**config.mk**
```make
export PLATFORM = sky130hd
export DESIGN_NAME = eth_txclk_gen
export DESIGN_NICKNAME = d
export VERILOG_FILES = /design/src/rtl/eth_txclk_pkg.sv /design/src/rtl/eth_txclk_ctrl.sv /design/src/rtl/eth_txclk_path.sv /design/src/rtl/eth_txclk_gen.sv
export SDC_FILE = /design/constraint.sdc
export NUM_CORES = 1
export LEC_CHECK = 0
export BUFFER_PORTS_ARGS = -buffer_cell sky130_fd_sc_hd__buf_2
export CORE_MARGIN = 1
export CORE_UTILIZATION = 40
export CTS_BUF_LIST = sky130_fd_sc_hd__clkbuf_4 sky130_fd_sc_hd__clkbuf_8 sky130_fd_sc_hd__clkbuf_16
export CTS_CLUSTER_SIZE = 30
export DETAILED_ROUTE_END_ITERATION = 10
export PLACE_DENSITY = 0.62
export SYNTH_ARGS = -nofsm -noshare
export SYNTH_HDL_FRONTEND = slang
export SYNTH_SLANG_ARGS = --single-unit
```
**constraint.sdc**
```tcl
create_clock -name clk -period 9.55 [get_ports clk]
set_input_delay 1.91 -clock clk [delete_from_list [all_inputs] [get_ports clk]]
set_output_delay 1.91 -clock clk [all_outputs]
set_load 0.05 [all_outputs]
```
**src/rtl/eth_txclk_pkg.sv**
```systemverilog
package eth_txclk_pkg;
  parameter int DIV_W      = 3;
  parameter int DLY_W      = 2;
  parameter int SPD_W      = 2;
  parameter int MODE_BIT   = 0;
  parameter int SEL_BIT    = 4;
  parameter int DLY_LO     = 5;
  parameter int DIV_LO     = 7;
  parameter int GATE_BIT   = 10;
  parameter int INV_BIT    = 11;
  parameter int MASTER_BIT = 12;
  parameter int REG_W      = MASTER_BIT + 1;

  typedef struct packed {
    logic             masterEn;
    logic             rgmii;
    logic             gateEn;
    logic             invRmii;
    logic             srcSel;
    logic [DIV_W-1:0] divN;
    logic [DLY_W-1:0] dlySel;
    logic [SPD_W-1:0] speed;
  } clkCtrlT;
endpackage

```
**src/rtl/eth_txclk_ctrl.sv**
```systemverilog
module eth_txclk_ctrl
  import eth_txclk_pkg::*;
(
  input  logic             clk,
  input  logic             rstN,
  input  logic             wrEn,
  input  logic [REG_W-1:0] wrData,
  input  logic [SPD_W-1:0] linkSpeed,
  input  logic             safePoint,
  input  logic             clkHigh,
  output clkCtrlT          cfg
);
  logic             regMaster, regRgmii, regGate, regInv, regSel;
  logic [DIV_W-1:0] regDiv;
  logic [DLY_W-1:0] regDly;
  logic             actSel;
  logic [DIV_W-1:0] actDiv;
  logic [SPD_W-1:0] actSpd;
  logic             unusedBits;

  assign unusedBits = ^wrData[SEL_BIT-1:MODE_BIT+1];

  always_ff @(posedge clk or negedge rstN) begin
    if (!rstN) begin
      regMaster <= 1'b0;
      regRgmii  <= 1'b0;
      regGate   <= 1'b0;
      regInv    <= 1'b0;
      regSel    <= 1'b0;
      regDiv    <= '0;
      regDly    <= '0;
    end else if (wrEn) begin
      regMaster <= wrData[MASTER_BIT];
      regRgmii  <= wrData[MODE_BIT];
      regGate   <= wrData[GATE_BIT];
      regInv    <= wrData[INV_BIT];
      regSel    <= wrData[SEL_BIT];
      regDiv    <= wrData[DIV_LO +: DIV_W];
      regDly    <= wrData[DLY_LO +: DLY_W];
    end
  end

  // Settings that shape the clock period move only at a safe low boundary
  always_comb begin
    cfg.masterEn = regMaster;
    cfg.rgmii    = regRgmii;
    cfg.gateEn   = regGate;
    cfg.invRmii  = regInv;
    cfg.dlySel   = regRgmii ? regDly : '0;
    cfg.srcSel   = safePoint ? regSel    : actSel;
    cfg.divN     = safePoint ? regDiv    : actDiv;
    cfg.speed    = safePoint ? linkSpeed : actSpd;
  end

  always_ff @(posedge clk or negedge rstN) begin
    if (!rstN) begin
      actSel <= 1'b0;
      actDiv <= '0;
      actSpd <= '0;
    end else begin
      actSel <= cfg.srcSel;
      actDiv <= cfg.divN;
      actSpd <= cfg.speed;
    end
  end

  AST_HOLD_WHILE_HIGH: assert property (@(posedge clk) disable iff (!rstN)
    (!$stable(actDiv) || !$stable(actSel) || !$stable(actSpd)) |-> !$past(clkHigh));
endmodule

```
**src/rtl/eth_txclk_path.sv**
```systemverilog
module eth_txclk_path
  import eth_txclk_pkg::*;
#(
  parameter int QUARTER_CYC = 2,
  parameter int MID_MULT    = 5,
  parameter int LOW_MULT    = 50
) (
  input  logic    clk,
  input  logic    rstN,
  input  clkCtrlT cfg,
  input  logic    srcTick0,
  input  logic    srcTick1,
  output logic    safePoint,
  output logic    clkHigh,
  output logic    txClk,
  output logic    phyRefClk
);
  localparam int CNT_W     = $clog2(LOW_MULT + 1);
  localparam int DLY_STEPS = 1 << DLY_W;
  localparam int DLY_DEPTH = (DLY_STEPS - 1) * QUARTER_CYC;

  logic [DIV_W-1:0]     divCnt;
  logic [DIV_W-1:0]     effN;
  logic                 tickSel, divWrap, spdWrap;
  logic [CNT_W-1:0]     spdCnt, mult;
  logic                 spdLevel;
  logic [DLY_DEPTH-1:0] dlyLine;
  logic [DLY_STEPS-1:0] taps;
  logic                 txNext;

  assign tickSel = cfg.srcSel ? srcTick1 : srcTick0;
  assign effN    = (cfg.divN == '0) ? DIV_W'(1) : cfg.divN;
  assign divWrap = tickSel && (divCnt >= effN - DIV_W'(1));

  always_comb begin
    case (cfg.speed)
      2'b01:   mult = CNT_W'(MID_MULT);
      2'b00:   mult = CNT_W'(LOW_MULT);
      default: mult = CNT_W'(1);
    endcase
  end

  assign spdWrap = divWrap && (spdCnt >= mult - CNT_W'(1));

  always_ff @(posedge clk or negedge rstN) begin
    if (!rstN) begin
      divCnt   <= '0;
      spdCnt   <= '0;
      spdLevel <= 1'b0;
    end else begin
      if (tickSel) divCnt <= divWrap ? '0 : divCnt + DIV_W'(1);
      if (divWrap) spdCnt <= spdWrap ? '0 : spdCnt + CNT_W'(1);
      if (spdWrap) spdLevel <= ~spdLevel;
    end
  end

  assign safePoint = !spdLevel && (divCnt == '0);
  assign clkHigh   = spdLevel;

  always_ff @(posedge clk or negedge rstN) begin
    if (!rstN) dlyLine <= '0;
    else       dlyLine <= {dlyLine[DLY_DEPTH-2:0], spdLevel};
  end

  assign taps[0] = spdLevel;
  for (genvar gi = 1; gi < DLY_STEPS; gi++) begin : g_tap
    assign taps[gi] = dlyLine[gi*QUARTER_CYC-1];
  end

  assign txNext = cfg.rgmii ? (cfg.gateEn & taps[cfg.dlySel])
                            : (spdLevel ^ cfg.invRmii);

  always_ff @(posedge clk or negedge rstN) begin
    if (!rstN) begin
      txClk     <= 1'b0;
      phyRefClk <= 1'b0;
    end else begin
      txClk     <= cfg.masterEn & txNext;
      phyRefClk <= cfg.masterEn & spdLevel;
    end
  end

  AST_NO_OVERFLOW: assert property (@(posedge clk) disable iff (!rstN)
    1'b1 |=> divCnt < $past(effN));
  AST_MASTER_OFF: assert property (@(posedge clk) disable iff (!rstN)
    !cfg.masterEn |=> (!txClk && !phyRefClk));
  AST_GATE_OFF: assert property (@(posedge clk) disable iff (!rstN)
    (cfg.rgmii && !cfg.gateEn) |=> !txClk);
  AST_RMII_DIRECT: assert property (@(posedge clk) disable iff (!rstN)
    (cfg.masterEn && !cfg.rgmii) |=> (txClk == (phyRefClk ^ $past(cfg.invRmii))));
endmodule

```
**src/rtl/eth_txclk_gen.sv**
```systemverilog
module eth_txclk_gen
  import eth_txclk_pkg::*;
#(
  parameter int QUARTER_CYC = 2,
  parameter int MID_MULT    = 5,
  parameter int LOW_MULT    = 50
) (
  input  logic             clk,
  input  logic             rstN,
  input  logic             wrEn,
  input  logic [REG_W-1:0] wrData,
  input  logic             srcTick0,
  input  logic             srcTick1,
  input  logic [SPD_W-1:0] linkSpeed,
  output logic             txClk,
  output logic             phyRefClk
);
  clkCtrlT cfg;
  logic    safePoint, clkHigh;

  eth_txclk_ctrl u_ctrl (
    .clk(clk), .rstN(rstN), .wrEn(wrEn), .wrData(wrData),
    .linkSpeed(linkSpeed), .safePoint(safePoint), .clkHigh(clkHigh), .cfg(cfg)
  );

  eth_txclk_path #(
    .QUARTER_CYC(QUARTER_CYC), .MID_MULT(MID_MULT), .LOW_MULT(LOW_MULT)
  ) u_path (
    .clk(clk), .rstN(rstN), .cfg(cfg), .srcTick0(srcTick0), .srcTick1(srcTick1),
    .safePoint(safePoint), .clkHigh(clkHigh), .txClk(txClk), .phyRefClk(phyRefClk)
  );
endmodule

```
==> impl_results.md <==
- Status: completed
- Met3 global-route usage: 0.0586
- Vias in the first global route: 1040
- Pleak: 0.927 nW
- CP cell instances: buf_2 -> mux2_2 -> or2_2 -> ha_1 -> a21o_1 -> a221oi_1 -> nor3b_2 -> mux2_2
- Synth area leaders: dfrtp_1 51%, ha_1 9.8%, mux2_2 8.9%
- Clk root buf: clkbuf_8
- VDD IR max: 110 µV
- Final setup viols: 0
- GR peak layer: met2
- Layout cells sized above 1: 0.296
- CTS tree: built
- Wire length per cell: 13.3 µm
- # IOs: 22
- Relative slew margins: 0.453
- PortBufs: 18
- Hold_buf cts: 0
- PD cells: 327 nW/µm²
- CP Data Required Time: between 9000 and 10000 ps
- Most common cell in the synthesized netlist: dfrtp_1
- Fmax: 0.236 GHz
- Post-Synth XOR/XNOR Area: 0.0212
- Area Growth Syn to Fin: 15.0%
- Worst Skew: roughly 6 ps
- Initial core utilization: 0.417
- H-tree depth: 2
- Largest net degree at the start of global routing: 35
- Post-synthesis sequential area ratio: 0.514
- HPWL after detailed placement: 2100 µm
- Slowest library cell on the worst path: a221oi_1
- Synth Flop Type: dfrtp_1
- Area share of the largest cell type after synthesis: 0.514
- Endpoints failing hold: 0
- Post-Synth Adder-Cell Area: 0.0983
- Crit path depth: 8
- Die height: 66.3 µm
- Drt drc: 0
- Gp weighted congestion: 0.761
- Crit. End Element: flip-flop
- Largest family of logic cells by synthesized area: multiplexers
- First-pass GRT wire length: ~4800 µm
- Vias/cell: 4.95
- Critical path class: input port to flip-flop
- Seq cells post-synth: 34
- CTS Buffer Depth: 2
- Top delay family on crit path: compound AO/OA/AOI/OAI gates
- Slew Limit Fails: 0
- TritonCTS Buffers: 5
- Grt met2 use: 0.253
- Commonest cells in the synthesized netlist: 34 x dfrtp_1, 13 x ha_1, 13 x mux2_2
- N_diodes: 0
- Crit-path max FO: 7
- # Post-CTS Setup Buffers: 0
- Worst Tran Pin Value: 821 ps
- Critical Path Most Common Cell: mux2_2
- Crit start category: input port
- Yosys warns: 0
- Die ar.: around 4400 µm²
- HP Class: flip-flop to flip-flop
- Clock transition at path regs: 60 ps
- DRT antenna net count: 0
- Initial antenna violation count: 0
- Syn avg cell area: 12.2 µm²
- Cell count of the worst reg-to-reg path: 10
- Crit path largest cell delay: 730 ps
- CP arrival: roughly 4500 ps
- Max-cap violations: 0
- Power Total: 621 µW
- Worst path bufs/invs: 1
- Synth Instances: 136
- Tcrit/Tclk final: 0.444
- Final Util: 0.479
- Async S/R FF share, synth: 1.00
- DRT iter0 DRCs: 34
- Pre-Repair DR Iteration Count: 3
- Post-cts repair resize count: 0
- Vias: 1049
- Post-synth top area cell: dfrtp_1
- Total gr overflow: 0
- Multiplexer share of the synthesized area: 0.126
- Synthesized area: approximately 1700 µm²
- Post-synth EDFFs: 0
- WL final: 2820 µm
- Clk Latency, worst-skew pair: about 280 ps
- Count of different cell masters after synthesis: 31
- Final min period: around 4200 ps
- Met1 usage: 0.174
- Post-synthesis simple-gate area fraction: 0.113
- Num rows: 23
- Core area: 3970 µm²
- CTS sink cnt: 34
- Die outline width: 66.3 µm
- Setup TNS: 0 ps
- Synth Area in Compound Gates: 0.0998
- Total GRT Usage: 0.152
- Hold path depth: 0
- Final-stage net count: 194
- RSZ-0062 raised after global routing: false
final timing paths:
path / from / end / slack [ps]
setup / recovery: linkSpeed[0] / u_path.spdCnt[0] / 5310
hold / removal: u_path.dlyLine[2] / u_path.dlyLine[3] / 350
setup reg to reg: u_path.divCnt[0] / u_path.spdCnt[0] / 5800
hold reg to reg: u_path.dlyLine[2] / u_path.dlyLine[3] / 350
max in group asynchronous: rstN / u_path.txClk / 7400
min in group asynchronous: rstN / u_ctrl.regDiv[0] / 1680
per-stage QoR:
stage / hold WS, ps / worst slack, ps / instance area [µm²] / std cells
floorplan: 331 / 5490 / 1660 / 137
global placement: 335 / 5060 / 1810 / 204
detailed placement: 335 / 5060 / 1810 / 204
CTS: 348 / 5330 / 1900 / 212
global route: 355 / 5140 / 1900 / 212
finish: 353 / 5310 / 1900 / 212
report_power, final:
part / switching, mW / internal [mW] / total [mW]
Clock: 0.0485 / 0.0609 / 0.109
Sequential: 0.0339 / 0.194 / 0.228
Combinational: 0.155 / 0.129 / 0.284
layout make-up:
class,instances,area [µm²]
Fill cell,365,2070
Clock buffer,7,90.1
Multi-Input combinational cell,92,766
Tap cell,50,62.6
Timing Repair Buffer,18,90.1
Inverter,10,37.5
Sequential cell,34,851
Clock inverter,1,5.00
worst register-to-register path: cells and delay by family, from the launching register on:
kind	cells	cell delay [ps]
AOI/OAI and AO/OA	2	920
DFF	1	410
muxes	2	640
adders and majority gates	2	450
buffers and inverters	1	100
and+or+nand+nor	3	1180
cells by family (layout without fill, tap and decap cells):
group	count (synthesis)	in the layout
DFF	34	34
xor gates and xnor gates	4	4
buffers and inverters	11	36
other	1	2
muxes	18	18
adders and majority gates	13	13
AOI/OAI and AO/OA	23	23
and+or+nand+nor	32	32
registers in the layout (all words and copies together), names as in the netlist:
name and count:
u_path.txClk 1, u_path.dlyLine 6, u_ctrl.regGate 1, u_ctrl.regSel 1
u_path.spdCnt 6, u_ctrl.actDiv 3, u_ctrl.actSel 1, u_ctrl.actSpd 2
u_ctrl.regInv 1, u_path.clkHigh 1, u_path.divCnt 3, u_ctrl.regDiv 3
u_ctrl.regRgmii 1, u_path.phyRefClk 1, u_ctrl.regDly 2, u_ctrl.regMaster 1
layer usage:
metal / vias up / part of all wire
met1: 504 / 0.43
met2: 18 / 0.50
met5: - / 0
li1: 520 / -
met4: 0 / 0.017
met3: 7 / 0.049
cell usage in the layout, fill, tap and decap left out, types with 4 or more instances in the layout:
cell type / instances
inv_1: 10
mux2i_1: 4
ha_1: 13
dfrtp_1: 34
clkbuf_8: 6
mux2_2: 13
buf_2: 18
nor2_1: 4
o21ai_0: 8
nand2_1: 8
a21oi_1: 4
(Power assumes the default switching activity.)
